## src/rtl/tmrw_pkg.sv

```systemverilog
package tmrw_pkg;

  localparam int SEL_W = 3;
  localparam int SEL_N = 1 << SEL_W;
  localparam int NIB_W = 4;

  // Offset of the tap's high bit above the shortest tap, per select code.
  function automatic int tap_offset(input int sel);
    return (sel + 1) / 2;
  endfunction

  // Three-quarter duty codes: even and non-zero.
  function automatic bit tap_wide(input int sel);
    return (sel != 0) && ((sel % 2) == 0);
  endfunction

endpackage

```

## src/rtl/tmrw_rst_sync.sv

```systemverilog
module tmrw_rst_sync (
  input  logic clk,
  input  logic rst_n,
  output logic rst_sync_n
);

  logic meta_q;
  logic hold_q;

  always_ff @(posedge clk or negedge rst_n) begin
    if (!rst_n) begin
      meta_q <= 1'b0;
      hold_q <= 1'b0;
    end else begin
      meta_q <= 1'b1;
      hold_q <= meta_q;
    end
  end

  assign rst_sync_n = hold_q;

endmodule

```

## src/rtl/tmrw_counter.sv

```systemverilog
module tmrw_counter #(
  parameter int CNT_W    = 17,
  parameter int WDOG_EXP = 16,
  parameter int WIN_LO   = 9,
  parameter int WIN_HI   = 14
) (
  input  logic                   clk,
  input  logic                   rst_n,
  input  logic                   tick_en,
  input  logic                   clr_i,
  input  logic                   wake_i,
  input  logic                   wdog_en,
  output logic [WIN_HI-WIN_LO:0] cnt_win,
  output logic                   wdog_fire
);

  localparam logic [CNT_W-1:0] WD_LAST =
    {{(CNT_W-WDOG_EXP){1'b0}}, {WDOG_EXP{1'b1}}};

  logic [CNT_W-1:0] cnt_q;
  logic [CNT_W-1:0] cnt_d;
  logic             fire_q;
  logic             fire_d;

  always_comb begin
    fire_d = wdog_en & tick_en & ~clr_i & ~wake_i & (cnt_q == WD_LAST);
    cnt_d  = cnt_q;
    if (clr_i || wake_i || fire_d) begin
      cnt_d = '0;
    end else if (tick_en) begin
      cnt_d = cnt_q + 1'b1;
    end
  end

  always_ff @(posedge clk or negedge rst_n) begin
    if (!rst_n) begin
      cnt_q  <= '0;
      fire_q <= 1'b0;
    end else begin
      cnt_q  <= cnt_d;
      fire_q <= fire_d;
    end
  end

  assign cnt_win   = cnt_q[WIN_HI:WIN_LO];
  assign wdog_fire = fire_q;

endmodule

```

## src/rtl/tmrw_tap_mux.sv

```systemverilog
module tmrw_tap_mux #(
  parameter int TAP_W = 5
) (
  input  logic [TAP_W-1:0]            taps,
  input  logic [tmrw_pkg::SEL_W-1:0]  sel,
  output logic                        tap
);

  import tmrw_pkg::*;

  logic [SEL_N-1:0] opt;

  for (genvar s = 0; s < SEL_N; s++) begin : g_opt
    localparam int HI = tap_offset(s);
    if (tap_wide(s)) begin : g_wide
      assign opt[s] = taps[HI] | taps[HI-1];
    end else begin : g_half
      assign opt[s] = taps[HI];
    end
  end

  assign tap = opt[sel];

endmodule

```

## src/rtl/tmrw_readout.sv

```systemverilog
module tmrw_readout (
  input  logic                        clk,
  input  logic                        rst_n,
  input  logic                        rd_en,
  input  logic                        wide_mode,
  input  logic                        tap,
  input  logic [tmrw_pkg::NIB_W-1:0]  raw,
  output logic [tmrw_pkg::NIB_W-1:0]  rd_data
);

  import tmrw_pkg::*;

  logic [NIB_W-1:0] nib_d;
  logic [NIB_W-1:0] rd_q;
  logic [NIB_W-1:0] rd_d;

  always_comb begin
    if (wide_mode) begin
      nib_d = ~raw;
    end else begin
      nib_d = {~tap, {(NIB_W-1){1'b0}}};
    end
    rd_d = rd_en ? nib_d : rd_q;
  end

  always_ff @(posedge clk or negedge rst_n) begin
    if (!rst_n) begin
      rd_q <= '1;
    end else begin
      rd_q <= rd_d;
    end
  end

  assign rd_data = rd_q;

endmodule

```

## src/rtl/tmrw_top.sv

```systemverilog
module tmrw_top #(
  parameter int CNT_W       = 17,
  parameter int WDOG_EXP    = 16,
  parameter int TAP_EXP_MIN = 10,
  parameter int RAW_EXP_LO  = 12
) (
  input  logic       clk,
  input  logic       rst_n,
  input  logic       tick_en,
  input  logic       clr_i,
  input  logic       wake_i,
  input  logic       wdog_en,
  input  logic       ctl_we,
  input  logic [3:0] ctl_wdata,
  input  logic       rd_en,
  output logic [3:0] rd_data,
  output logic       tap_out,
  output logic       wdog_rst_o
);

  import tmrw_pkg::*;

  localparam int TAP_BIT0 = TAP_EXP_MIN - 1;
  localparam int TAP_HI   = TAP_BIT0 + tap_offset(SEL_N - 1);
  localparam int TAP_W    = TAP_HI - TAP_BIT0 + 1;
  localparam int RAW_LO   = RAW_EXP_LO - 1;
  localparam int RAW_HI   = RAW_LO + NIB_W - 1;
  localparam int WIN_LO   = (TAP_BIT0 < RAW_LO) ? TAP_BIT0 : RAW_LO;
  localparam int WIN_HI   = (TAP_HI > RAW_HI) ? TAP_HI : RAW_HI;
  localparam int WIN_W    = WIN_HI - WIN_LO + 1;
  localparam logic [NIB_W-1:0] CTL_RST = {1'b1, {SEL_W{1'b0}}};

  logic             rst_sync_n;
  logic [WIN_W-1:0] cnt_win;
  logic [NIB_W-1:0] ctl_q;
  logic [NIB_W-1:0] ctl_d;
  logic             tap_sel;

  tmrw_rst_sync u_rst (
    .clk        (clk),
    .rst_n      (rst_n),
    .rst_sync_n (rst_sync_n)
  );

  tmrw_counter #(
    .CNT_W    (CNT_W),
    .WDOG_EXP (WDOG_EXP),
    .WIN_LO   (WIN_LO),
    .WIN_HI   (WIN_HI)
  ) u_cnt (
    .clk       (clk),
    .rst_n     (rst_sync_n),
    .tick_en   (tick_en),
    .clr_i     (clr_i),
    .wake_i    (wake_i),
    .wdog_en   (wdog_en),
    .cnt_win   (cnt_win),
    .wdog_fire (wdog_rst_o)
  );

  always_comb begin
    ctl_d = ctl_we ? ctl_wdata : ctl_q;
  end

  always_ff @(posedge clk or negedge rst_sync_n) begin
    if (!rst_sync_n) begin
      ctl_q <= CTL_RST;
    end else begin
      ctl_q <= ctl_d;
    end
  end

  tmrw_tap_mux #(
    .TAP_W (TAP_W)
  ) u_tap (
    .taps (cnt_win[TAP_HI-WIN_LO:TAP_BIT0-WIN_LO]),
    .sel  (ctl_q[SEL_W-1:0]),
    .tap  (tap_sel)
  );

  tmrw_readout u_rd (
    .clk       (clk),
    .rst_n     (rst_sync_n),
    .rd_en     (rd_en),
    .wide_mode (ctl_q[NIB_W-1]),
    .tap       (tap_sel),
    .raw       (cnt_win[RAW_HI-WIN_LO:RAW_LO-WIN_LO]),
    .rd_data   (rd_data)
  );

  assign tap_out = tap_sel;

endmodule

```

## config.mk

```make
export PLATFORM = sky130hd
export DESIGN_NAME = tmrw_top
export DESIGN_NICKNAME = d
export VERILOG_FILES = /design/src/rtl/tmrw_pkg.sv /design/src/rtl/tmrw_rst_sync.sv /design/src/rtl/tmrw_counter.sv /design/src/rtl/tmrw_tap_mux.sv /design/src/rtl/tmrw_readout.sv /design/src/rtl/tmrw_top.sv
export SDC_FILE = /design/constraint.sdc
export NUM_CORES = 1
export LEC_CHECK = 0
export ABC_AREA = 1
export BUFFER_PORTS_ARGS = -buffer_cell sky130_fd_sc_hd__buf_2
export CORE_ASPECT_RATIO = 1.5
export CORE_UTILIZATION = 50
export DETAILED_ROUTE_END_ITERATION = 6
export GPL_ROUTABILITY_DRIVEN = 0
export GPL_TIMING_DRIVEN = 0
export PLACE_DENSITY = 0.7
export SYNTH_ARGS = -nofsm -noshare
export SYNTH_HDL_FRONTEND = slang
export SYNTH_SLANG_ARGS = --single-unit
export TNS_END_PERCENT = 1
```

## constraint.sdc

```tcl
create_clock -name clk -period 1.3 [get_ports clk]
set_clock_uncertainty 0.15 [all_clocks]
set_input_delay 0.065 -clock clk [delete_from_list [all_inputs] [get_ports clk]]
set_output_delay 0.065 -clock clk [all_outputs]
set_load 0.01 [all_outputs]
```

==> impl_metrics.ini <==
[final_layout]
design.final.nets = 262
diodes = 0
syn_to_final_growth_pct = 39.44
layout.cells.most_common = nand2_1
final_cell_mix = 44 x nand2_1, 25 x buf_4, 20 x dfrtp_1
layout_cell_share_with_drive_strength_beyond_1_pct = 37.65
filler_cell_count = 223
final-seq-area_um2 = 710.7
final_instance_area_um2 = 2115
multi_input_comb_area_um2 = 813.3
postLayoutCoreUtil_pct = 73.35

[clock_tree]
clk_path_buf_depth = 2
clock-root-buffer = clkbuf_8
clkLatencyLatePin_ns = 0.28
tritoncts.num_buffers = 3
clkSinkCount = 28
htree_levels = 1
clk_transition_reported_paths_ns = 0.09
tritoncts = done

[power_and_ir_drop]
power.leakage_uw = 0.0009845
vdd_ir_drop_max_mv = 0.9054
power_density_nw_per_um2 = 843.9
finalPower_uw = 1784

[sta]
slew-limit-headroom_pct = 31.67
finalSetupViolCount = 19
max_freq_mhz = 491.4
hold-worst-slack_ns = -0.002535
setup_slack_ns = -0.7350
finalMaxSlewViolations = 0
worst-slew-pin-transition_ns = 1.025
fin_crit_ns = 2.035
hold_viol = 1
rsz0062_at_grt = true
final_layout_setup_total_negative_slack_ns = -11.76
final.period_utilization_pct = 156.5

[synthesis]
synth.yosys.seq_area_share_pct = 46.62
net_count_after_synthesis = 204
synth.area.top_cells = dfrtp_1 38%, nand2_1 12%, dfstp_2 8.7%
synth-warning-count = 0
share_of_the_synthesized_area_in_the_top_cell_type_pct = 37.95
syn-cell-area_um2 = 1516
post_synth.cell_area_avg_um2 = 7.981
synthesis.instances = 190
yosysUniqueCellTypes = 26
yosys_register_bits = 28
cell_type_with_the_largest_total_area_after_synthesis = dfrtp_1

[floorplan]
fp.dieW_um = 46.97
num_io_pins = 18
design.die.area_um2 = 3262
initial_core_util_pct = 52.60
floorplan.rows = 24
die_y_um = 69.45
design.core.area_um2 = 2883

[route]
route.vias.total = 1506
remaining_drc_errors = 1
via_per_inst = 5.266
routed_wirelength_mm = 3.770
remaining_antenna_violation_count_after_routing = 0
drt_pass1_iterations = 6
drt_first_iter_violations = 41
wl_per_cell_um = 13.18

[min_path]
hp-class = input pin to flip-flop

[worst_setup_path]
timing.critical_path.required_ns = 1.32
cp-end-kind = flip-flop
path_max_fanout = 5
worst-endpoint-arrival_ns = 2.05
timing.setup.critical_path_class = flip-flop to flip-flop
worstSetupStartpointType = flip-flop

[grt]
grt_start_max_net_pins = 27
grt_pass1_wl_mm = 5.830
grt_pass1_vias = 1406
groute.usage.overall_pct = 24.01
globalRouteOverflowTotal = 0
antenna_found_initial = 0

[placement]
postPlaceCellArea_um2 = 1663
hpwl_mm = 2.343
port_buffers = 17

[run]
maxCapViolations = 0

[run_status]
failing_checks = design-rule violations, negative hold slack, negative setup slack
status = finished with violations
## metal layers
layer  wire, µm  up-vias  global-route usage, %
met5          0        -                      0
met4        138        0                  7.937
met3        137       13                  2.344
met2       2081       42                  43.06
met1       1413      718                  27.88
li1           -      733                      -
## layout make-up
class                      count  share of cell area [%]
timing repair buffer          53                   18.22
tap                           39                   2.308
sequential                    28                   33.61
inverter                      22                   3.905
clock buffer                   4                   2.604
multi-input combinational    138                   38.46
buffer                         2                  0.8876
## worst paths after layout
| kind | startpoint | cells past startpoint | slack (ns) | endpoint |
|---|---|---|---|---|
| worst max-delay path | u_cnt.cnt_q[11] | 11 | -0.73 | u_cnt.cnt_q[5] |
| worst min-delay path | tick_en | 3 | -0.003 | u_cnt.cnt_q[0] |
| worst max register to register | u_cnt.cnt_q[11] | 11 | -0.73 | u_cnt.cnt_q[5] |
| worst min register to register | u_rst.meta_q | 0 | 0.21 | u_rst.rst_sync_n |
| max in group asynchronous | u_rst.rst_sync_n | 0 | 0.03 | u_cnt.cnt_q[10] |
| min in group asynchronous | u_rst.rst_sync_n | 0 | 0.28 | u_cnt.cnt_q[15] |
## cell usage after synthesis
cell	instances
nand2_1	48
dfrtp_1	23
inv_1	20
nand3_1	16
nor2_1	16
a21oi_1	12
nor3_1	6
o21ai_0	6
dfstp_2	5
nor2_2	5
o21ai_1	5
nand2_2	4
nor2_4	4
nand4_1	3
o31ai_1	3
buf_4	2
ha_1	2
inv_2	2
and3_1	1
conb_1	1
nand2_4	1
nand3_2	1
nand3b_4	1
nor4_2	1
o22ai_1	1
xor2_1	1
## per-stage QoR
step / cells / setup slack, ns
5_1_grt: 286 / -0.8144
4_1_cts: 273 / -0.8824
2_1_floorplan: 190 / -0.6082
3_3_place_gp: 246 / -0.8746
3_5_place_dp: 246 / -0.9233
6_report: 286 / -0.7350
## cell families after synthesis
family,Yosys count,share of synthesized area [%]
flops,28,46.62
fa+ha+maj,2,1.650
buf+inv,24,6.435
compound gates,27,9.489
simple gates,107,34.98
xor+xnor,1,0.5777
other cells,1,0.2473
## power breakdown
part	switching [µW]	total (µW)	internal (µW)
Sequential	42.6	971	929
Clock	270	542	272
Combinational	139	272	133
Total	451	1780	1330
## critical path: stages, from the launching register on
cell and delay, ns:
dfrtp_2 0.45, nand3_4 0.11, nor3_4 0.23, nand2_2 0.09
nor4_4 0.16, ha_2 0.23, nand3_2 0.08, nand2_2 0.10
inv_2 0.06, buf_6 0.13, o21ai_1 0.08, a21oi_1 0.06
## state kept, by name, indices dropped and copies added (netlist names)
| signal | flops |
|---|---|
| ctl_q | 4 |
| u_rst.rst_sync_n | 1 |
| u_rst.meta_q | 1 |
| u_cnt.cnt_q | 17 |
| u_cnt.wdog_fire | 1 |
| u_rd.rd_data | 4 |
## repair_timing
item                       4_1_cts  5_1_grt
cloned                           1        0
gates resized for setup         11       16
setup buffers                   10       15
setup endpoints to repair       19       41
hold buffers                    12        0
pin swaps                       11       15
hold endpoints to repair        13        0
Power figures use the tool's default switching activity.
